File: src/rtl/dit_pkg.sv
package dit_pkg;

   localparam int unsigned SEL_W = 4;

   typedef enum logic [SEL_W-1:0] {
      A_T1_CLO = 4'd4,
      A_T1_CHI = 4'd5,
      A_T1_LLO = 4'd6,
      A_T1_LHI = 4'd7,
      A_T2_LO  = 4'd8,
      A_T2_HI  = 4'd9
   } dit_addr_e;

   typedef struct packed {
      logic t1_lat_lo;
      logic t1_lat_hi;
      logic t1_load;
      logic t1_clr;
      logic t2_lat_lo;
      logic t2_load;
      logic t2_clr;
   } dit_strobe_t;

endpackage

File: src/rtl/dit_regdecode.sv
module dit_regdecode
   import dit_pkg::*;
#(
   parameter int DW = 8
) (
   input  logic [SEL_W-1:0] sel,
   input  logic             wr_en,
   input  logic             rd_en,
   input  logic [2*DW-1:0]  t1_cnt,
   input  logic [2*DW-1:0]  t1_lat,
   input  logic [2*DW-1:0]  t2_cnt,
   output dit_strobe_t      stb,
   output logic [DW-1:0]    rdata
);

   localparam int TW = 2 * DW;

   logic hit4, hit5, hit6, hit7, hit8, hit9;

   assign hit4 = (sel == A_T1_CLO);
   assign hit5 = (sel == A_T1_CHI);
   assign hit6 = (sel == A_T1_LLO);
   assign hit7 = (sel == A_T1_LHI);
   assign hit8 = (sel == A_T2_LO);
   assign hit9 = (sel == A_T2_HI);

   always_comb begin
      stb.t1_lat_lo = wr_en && (hit4 || hit6);
      stb.t1_lat_hi = wr_en && (hit5 || hit7);
      stb.t1_load   = wr_en && hit5;
      stb.t1_clr    = (wr_en && (hit5 || hit7)) || (rd_en && hit4);
      stb.t2_lat_lo = wr_en && hit8;
      stb.t2_load   = wr_en && hit9;
      stb.t2_clr    = (wr_en && hit9) || (rd_en && hit8);
   end

   always_comb begin
      rdata = '0;
      if (rd_en) begin
         case (sel)
            A_T1_CLO: rdata = t1_cnt[DW-1:0];
            A_T1_CHI: rdata = t1_cnt[TW-1:DW];
            A_T1_LLO: rdata = t1_lat[DW-1:0];
            A_T1_LHI: rdata = t1_lat[TW-1:DW];
            A_T2_LO:  rdata = t2_cnt[DW-1:0];
            A_T2_HI:  rdata = t2_cnt[TW-1:DW];
            default:  rdata = '0;
         endcase
      end
   end

endmodule

File: src/rtl/dit_timer_core.sv
module dit_timer_core #(
   parameter int DW     = 8,
   parameter bit RELOAD = 1'b1
) (
   input  logic            clk,
   input  logic            rst_n,
   input  logic [DW-1:0]   wdata,
   input  logic            lat_lo_we,
   input  logic            lat_hi_we,
   input  logic            load,
   input  logic            clr,
   input  logic            tick,
   input  logic            free_run,
   output logic [2*DW-1:0] cnt,
   output logic [2*DW-1:0] latch,
   output logic            hit,
   output logic            flag
);

   localparam int TW = 2 * DW;
   localparam logic [TW-1:0] ONE = TW'(1);

   logic [DW-1:0] lat_lo_q;
   logic [DW-1:0] lat_hi_q;
   logic [TW-1:0] cnt_q;
   logic          armed_q;
   logic          flag_q;
   logic          free_eff;
   logic          expire;

   always_ff @(posedge clk) begin
      if (!rst_n)         lat_lo_q <= '0;
      else if (lat_lo_we) lat_lo_q <= wdata;
   end

   generate
      if (RELOAD) begin : g_reload
         always_ff @(posedge clk) begin
            if (!rst_n)         lat_hi_q <= '0;
            else if (lat_hi_we) lat_hi_q <= wdata;
         end
         assign free_eff = free_run;
      end else begin : g_plain
         logic unused_ok;
         assign lat_hi_q  = '0;
         assign free_eff  = 1'b0;
         assign unused_ok = lat_hi_we ^ free_run;
      end
   endgenerate

   assign expire = tick && (cnt_q == '0) && !load;
   assign hit    = expire && (armed_q || free_eff);

   always_ff @(posedge clk) begin
      if (!rst_n) begin
         cnt_q   <= '0;
         armed_q <= 1'b0;
      end else if (load) begin
         cnt_q   <= {wdata, lat_lo_q};
         armed_q <= 1'b1;
      end else if (expire && free_eff) begin
         cnt_q   <= {lat_hi_q, lat_lo_q};
      end else if (tick) begin
         cnt_q   <= cnt_q - ONE;
         if (expire) armed_q <= 1'b0;
      end
   end

   always_ff @(posedge clk) begin
      if (!rst_n)   flag_q <= 1'b0;
      else if (hit) flag_q <= 1'b1;
      else if (clr) flag_q <= 1'b0;
   end

   assign cnt   = cnt_q;
   assign latch = {lat_hi_q, lat_lo_q};
   assign flag  = flag_q;

endmodule

File: src/rtl/dit_edge_sync.sv
module dit_edge_sync #(
   parameter int STAGES = 2
) (
   input  logic clk,
   input  logic rst_n,
   input  logic din,
   output logic fall
);

   logic [STAGES-1:0] sh_q;
   logic              last_q;

   generate
      if (STAGES < 1) begin : g_bad_stages
         $error("dit_edge_sync: STAGES must be at least 1");
      end
      if (STAGES == 1) begin : g_single
         always_ff @(posedge clk) begin
            if (!rst_n) sh_q <= '0;
            else        sh_q <= din;
         end
      end else begin : g_chain
         always_ff @(posedge clk) begin
            if (!rst_n) sh_q <= '0;
            else        sh_q <= {sh_q[STAGES-2:0], din};
         end
      end
   endgenerate

   always_ff @(posedge clk) begin
      if (!rst_n) last_q <= 1'b0;
      else        last_q <= sh_q[STAGES-1];
   end

   assign fall = last_q & ~sh_q[STAGES-1];

endmodule

File: src/rtl/dit_t1_pin.sv
module dit_t1_pin (
   input  logic       clk,
   input  logic       rst_n,
   input  logic       load,
   input  logic       hit,
   input  logic [1:0] mode,
   output logic       pin
);

   logic pin_q;

   always_ff @(posedge clk) begin
      if (!rst_n)    pin_q <= 1'b1;
      else if (load) pin_q <= 1'b0;
      else if (hit)  pin_q <= mode[0] ? ~pin_q : 1'b1;
   end

   assign pin = mode[1] ? pin_q : 1'b1;

endmodule

File: src/rtl/dual_interval_timer.sv
module dual_interval_timer
   import dit_pkg::*;
#(
   parameter int DW          = 8,
   parameter int SYNC_STAGES = 2
) (
   input  logic             clk,
   input  logic             rst_n,
   input  logic [SEL_W-1:0] sel,
   input  logic             wr_en,
   input  logic             rd_en,
   input  logic [DW-1:0]    wdata,
   output logic [DW-1:0]    rdata,
   input  logic [1:0]       t1_mode,
   input  logic             t2_count_mode,
   input  logic             pulse_in,
   output logic             t1_out,
   output logic             t1_irq,
   output logic             t2_irq
);

   localparam int TW = 2 * DW;

   generate
      if (DW < 4) begin : g_bad_dw
         $error("dual_interval_timer: DW must be at least 4");
      end
      if (SYNC_STAGES < 1) begin : g_bad_sync
         $error("dual_interval_timer: SYNC_STAGES must be at least 1");
      end
   endgenerate

   dit_strobe_t   stb;
   logic [TW-1:0] t1_cnt, t1_lat, t2_cnt, t2_latch_unused;
   logic          t1_hit, t2_hit_unused, t2_fall, t2_tick;

   dit_regdecode #(.DW(DW)) u_dec (
      .sel    (sel),
      .wr_en  (wr_en),
      .rd_en  (rd_en),
      .t1_cnt (t1_cnt),
      .t1_lat (t1_lat),
      .t2_cnt (t2_cnt),
      .stb    (stb),
      .rdata  (rdata)
   );

   dit_timer_core #(.DW(DW), .RELOAD(1'b1)) u_t1 (
      .clk       (clk),
      .rst_n     (rst_n),
      .wdata     (wdata),
      .lat_lo_we (stb.t1_lat_lo),
      .lat_hi_we (stb.t1_lat_hi),
      .load      (stb.t1_load),
      .clr       (stb.t1_clr),
      .tick      (1'b1),
      .free_run  (t1_mode[0]),
      .cnt       (t1_cnt),
      .latch     (t1_lat),
      .hit       (t1_hit),
      .flag      (t1_irq)
   );

   dit_t1_pin u_pin (
      .clk   (clk),
      .rst_n (rst_n),
      .load  (stb.t1_load),
      .hit   (t1_hit),
      .mode  (t1_mode),
      .pin   (t1_out)
   );

   dit_edge_sync #(.STAGES(SYNC_STAGES)) u_sync (
      .clk   (clk),
      .rst_n (rst_n),
      .din   (pulse_in),
      .fall  (t2_fall)
   );

   assign t2_tick = t2_count_mode ? t2_fall : 1'b1;

   dit_timer_core #(.DW(DW), .RELOAD(1'b0)) u_t2 (
      .clk       (clk),
      .rst_n     (rst_n),
      .wdata     (wdata),
      .lat_lo_we (stb.t2_lat_lo),
      .lat_hi_we (1'b0),
      .load      (stb.t2_load),
      .clr       (stb.t2_clr),
      .tick      (t2_tick),
      .free_run  (1'b0),
      .cnt       (t2_cnt),
      .latch     (t2_latch_unused),
      .hit       (t2_hit_unused),
      .flag      (t2_irq)
   );

endmodule

File: config.mk
export PLATFORM = sky130hd
export DESIGN_NAME = dual_interval_timer
export DESIGN_NICKNAME = d
export VERILOG_FILES = /design/src/rtl/dit_pkg.sv /design/src/rtl/dit_regdecode.sv /design/src/rtl/dit_timer_core.sv /design/src/rtl/dit_edge_sync.sv /design/src/rtl/dit_t1_pin.sv /design/src/rtl/dual_interval_timer.sv
export SDC_FILE = /design/constraint.sdc
export NUM_CORES = 1
export LEC_CHECK = 0
export ABC_AREA = 1
export BUFFER_PORTS_ARGS = -buffer_cell sky130_fd_sc_hd__buf_4
export CORE_MARGIN = 5
export CORE_UTILIZATION = 41
export CTS_BUF_LIST = sky130_fd_sc_hd__clkbuf_4 sky130_fd_sc_hd__clkbuf_8 sky130_fd_sc_hd__clkbuf_16
export CTS_CLUSTER_DIAMETER = 200
export DETAILED_ROUTE_END_ITERATION = 12
export GPL_TIMING_DRIVEN = 1
export PLACE_DENSITY = 0.67
export SLEW_MARGIN = 20
export SYNTH_ARGS = -nofsm -noshare
export SYNTH_HDL_FRONTEND = slang
export SYNTH_HIERARCHICAL = 1
export SYNTH_SLANG_ARGS = --single-unit
File: constraint.sdc
create_clock -name clk -period 1.9 [get_ports clk]
set_input_delay 0.19 -clock clk [delete_from_list [all_inputs] [get_ports clk]]
set_output_delay 0.19 -clock clk [all_outputs]
set_load 0.02 [all_outputs]
After elaboration in Yosys (flattened, before gate mapping)
Index checks and enable logic that the tools add are counted.
{"block": "word_totals", "inputBits": 20, "elab_cells": 75, "ff_bits": 64}
{"block": "op_classes", "addsub": 2, "n_reduce_logical": 30, "n_bitwise": 3, "eq_ne": 7, "mux": 21}
{"cell": "2-to-1 mux 16 bit", "n": 4}
{"cell": "case mux 8 bit (6 select lines)", "n": 1}
{"cell": "logical NOT 16 bit", "n": 2}
{"cell": "subtractor 16 x 1 -> 16 bit (second input constant)", "n": 2}
{"cell": "equality test 4 x 3 -> 1 bit (second input constant)", "n": 4}
{"cell": "2-to-1 mux 1 bit", "n": 15}
{"cell": "logical AND 1 bit", "n": 13}
{"cell": "nonzero test 2 bit", "n": 6}
{"cell": "equality test 4 bit (second input constant)", "n": 2}
{"cell": "2-to-1 mux 8 bit", "n": 1}
{"cell": "logical OR 1 bit", "n": 5}
{"cell": "AND reduction 2 bit", "n": 2}
{"cell": "logical NOT 1 bit", "n": 2}
{"cell": "inequality test 2 x 1 -> 1 bit (second input constant)", "n": 1}
{"cell": "inverter 1 bit", "n": 2}
{"cell": "bitwise AND 1 bit", "n": 1}

Depth between registers and ports, before layout
{"block": "logic_depth", "ltp_word": 8, "mapped_depth": 13, "mapped_depth_nobuf": 13}

Cells and area by module
The synthesis kept the hierarchy.
{"mod": "dit_timer_core at u_t1", "area_each_um2": 2013.2, "cells_each": 298, "n_inst": 1, "seq_area_each_um2": 680.7}
{"mod": "dit_timer_core at u_t2", "area_each_um2": 1498.9, "cells_each": 219, "n_inst": 1, "seq_area_each_um2": 520.5}
{"mod": "dit_regdecode", "area_each_um2": 588.1, "cells_each": 126, "n_inst": 1, "seq_area_each_um2": 0.0}
{"mod": "dit_edge_sync", "area_each_um2": 90.1, "cells_each": 11, "n_inst": 1, "seq_area_each_um2": 60.1}
{"mod": "dit_t1_pin", "area_each_um2": 62.6, "cells_each": 9, "n_inst": 1, "seq_area_each_um2": 20.0}
{"mod": "dual_interval_timer", "area_each_um2": 15.0, "cells_each": 4, "n_inst": 1, "seq_area_each_um2": 0.0}

Worst setup path after synthesis
OpenSTA, ideal clock, no wires.
{"block": "synth_timing", "path_type": "input port to flip-flop", "start": "input sel[2]", "end": "register u_t1.cnt_q[5] (netlist: u_t1/cnt[5])", "required_ns": 1.834, "setup_slack_ns": 0.096, "t_arrival_ns": 1.738, "path_buffers": 2, "setup_time_ns": 0.066, "cell_stages": 10, "cell_sequence": "inv_1 nor2_2 inv_1 nor4_1 buf_4 clkinv_1 clkbuf_8 nand3b_1 nand2_1 a21oi_2"}
{"item": "start, declared", "line_no": "dual_interval_timer.sv:9", "source": "input logic [SEL_W-1:0] sel,"}
{"item": "end signal, assigned", "line_no": "dit_timer_core.sv:59", "source": "cnt_q <= {wdata, lat_lo_q};"}
{"item": "end signal, assigned", "line_no": "dit_timer_core.sv:62", "source": "cnt_q <= {lat_hi_q, lat_lo_q};"}
{"item": "end signal, assigned", "line_no": "dit_timer_core.sv:64", "source": "cnt_q <= cnt_q - ONE;"}
{"item": "end, declared", "line_no": "dit_timer_core.sv:25", "source": "logic [TW-1:0] cnt_q;"}

Worst setup path in the final report
{"block": "layout_timing", "start": "register u_t1.cnt_q[0] (netlist: u_t1/cnt[0])", "end": "register u_t1.cnt_q[12] (netlist: u_t1/cnt[12])"}
{"block": "layout_via", "elab_chain_len": 5, "word_cells_on_any_way": 6}
{"item": "branches (longest 3 deep; another with subtractor 16 x 1 -> 16 bit)"}
{"item": "2-to-1 mux 16 bit (*)", "line_no": "dit_timer_core.sv:61", "source": "end else if (expire && free_eff) begin"}
{"item": "2-to-1 mux 16 bit (*)", "line_no": "dit_timer_core.sv:58", "source": "end else if (load) begin"}
Every way passes the cells marked *.
A chain may end at the register's enable or synchronous reset.

==> key figures <==
Status
  – Run status: completed

Pwr
  – Switching power: 1.44 mW
  – P_leak: 2.23 nW
  – Max IR drop VDD: 0.483 mV
  – PwrDens: 828 mW/mm^2
  – Clk network pwr share: 31.3%
  – Flop pwr share: 40.4%
  – Combinational fraction of design power: 28.3%
  – Pint: 2.51 mW
  – Switching Share: 36.4%

Clock tree
  – Clock Sink Count: 64
  – TritonCTS Buffers: 9
  – CTS tree: yes
  – Clock Tree Buf Depth: 2
  – Clock Latency Late Sink: 0.35 ns
  – H-tree depth: 3
  – Root Buffer: clkbuf_8
  – Post-cts resize count: 0
  – Hold buffers post-CTS: 1
  – CTS clk-pin slew, worst paths: 0.07 ns
  – Post-CTS Setup Bufs: 0

GRT
  – Antenna violations before repair: 0
  – Vias in the first global route: 4062
  – Remaining global-route overflow: 0
  – GRT Overall Usage: 20.6%
  – First-pass GRT wire length: 20700 um
  – Largest net degree at the start of global routing: 34

Timing
  – Upper clock frequency limit: 572 MHz
  – Final worst-path cycle share: 92.1%
  – Fin Hold WS: 0.121 ns
  – Setup violators final: 0
  – Slew @ Worst Pin: 0.837 ns
  – Setup_tns: 0 ns
  – RSZ-0062 raised after global routing: no
  – Max-slew violations: 0
  – Setup Skew: 0.00740 ns
  – Min cycle time layout: 1.75 ns
  – Final hold vios: 0
  – Max-slew headroom: 44.0%

Final layout
  – Area growth, synth to finish: 13.8%
  – # diodes: 0
  – Final core utilization: 47.1%
  – Share of cells above drive strength 1: 16.3%
  – Final #Nets: 712

Setup path
  – CP Class: reg2reg
  – Critical path arrival: 2.04 ns
  – Worst path max stage delay: 0.31 ns
  – Cells along the critical path: inv_1 > ha_1 > nand2_1 > inv_1 > nand3_2 > nor2_8 > nand3_4 > buf_4 > nand3_2 > nand3_1 > a21oi_2
  – CP Data Required Time: 2.19 ns
  – Crit path max-delay cell type: dfxtp_1
  – Startpoint Class: flip-flop
  – Worst Reg-to-Reg Cells: 11
  – CP Max Fanout: 13
  – Setup slack, reg-to-reg: 0.15 ns
  – CP Capture Type: flip-flop

Yosys
  – Yosys warning total: 6
  – Synthesized area: 0.00420 sq mm
  – Mapped Avg Cell Area: 6.40 sq um
  – Post-synthesis instance total: 656

Run
  – Max-cap violations: 0

Detailed routing
  – Post-DRT Antenna Nets: 0
  – DRC errors left: 0
  – Via-to-Cell Ratio: 5.33
  – Routed len/inst: 15.3 um
  – DR pass1 iterations: 5
  – Routed wire length: 12700 um
  – DR iter-0 viols: 347
  – Via Count: 4423

Placed design
  – Routability cong.: 0.894
  – Port-buffer cells: 30
  – Post-DP HPWL: 9300 um

Floorplanning
  – Die H: 111 um
  – Core Box Area: 0.0101 sq mm
  – Rows: 37
  – Top Ports: 31
  – Die area: 0.0124 sq mm
  – DIE WIDTH: 111 um
  – Initial Util: 41.4%

Hold path
  – Hold Path Depth: 3
  – Worst hold path type: in2reg
## registers in the layout, indices dropped and copies added, names as in the netlist
name / flops
u_t1/lat_hi_q: 8
u_t1/armed_q: 1
u_t1/cnt: 16
u_t2/lat_lo_q: 8
u_t1/flag: 1
u_t1/lat_lo_q: 8
u_t2/flag: 1
u_sync/sh_q: 2
u_t2/armed_q: 1
u_t2/cnt: 16
u_pin/pin_q: 1
u_sync/last_q: 1
## per-stage QoR
stage | total power, mW | worst slack (ns) | std cells | instance area [sq um]
floorplan | 2.41 | 0.0957 | 657 | 4200
global placement | 2.69 | 0.103 | 813 | 4560
detailed placement | 2.72 | 0.0856 | 813 | 4560
CTS | 3.96 | 0.144 | 830 | 4770
global route | 4.19 | 0.0245 | 830 | 4770
finish | 3.95 | 0.151 | 830 | 4770
## placed cells by master (no fill, tap or decap), types with 3 or more instances in the layout
cell and n:
dfxtp_1 64, ha_1 3, nand2_1 131, buf_4 45, nor2_2 14, nand3_1 81, xnor2_1 3, nor2_4 3
nand3_2 8, nor2_1 71, o21ai_0 48, clkbuf_8 11, a21oi_1 49, inv_1 88, nand4_1 8, nand2_2 7
a22oi_1 13, inv_2 4, xor2_1 5, a21oi_2 10, nand3b_1 5
## worst max-delay path, delay by kind of cell (launching register included)
family                   cells  cell delay [ns]
AO/OA/AOI/OAI                1             0.14
AND/OR/NAND/NOR              6             0.64
buffers and inverters        3             0.42
flip-flops                   1             0.31
adder cells (fa/ha/maj)      1             0.17
## final cells by class
cell class / instances / area [sq um]
Timing Repair Buffer: 46 / 348
Inverter: 94 / 353
Fill cell: 1018 / 5360
Multi-Input combinational cell: 474 / 2420
Sequential cell: 64 / 1280
Clock buffer: 11 / 151
Tap cell: 136 / 170
Clock inverter: 5 / 55.1
## power by group through the flow
stage / Combinational (mW) / Clock [mW] / Sequential (mW)
floorplan: 0.843 / 0 / 1.57
global placement: 1.06 / 0 / 1.62
detailed placement: 1.10 / 0 / 1.62
CTS: 1.10 / 1.26 / 1.59
global route: 1.25 / 1.32 / 1.61
finish: 1.12 / 1.24 / 1.60
## metal layers
metal / routed length (um) / global-route usage (%)
met4: 213 / 6.41
met1: 5450 / 26.3
met2: 6240 / 34.8
met3: 802 / 4.26
met5: 0 / 0
## worst paths after layout
check,startpoint,to
max reg2reg,u_t1/cnt[0],u_t1/cnt[12]
max,u_t1/cnt[0],u_t1/cnt[12]
min reg2reg,u_sync/sh_q[0],u_sync/sh_q[1]
min,wdata[5],u_t2/lat_lo_q[5]
No activity file was read; power rests on OpenSTA's default activity.
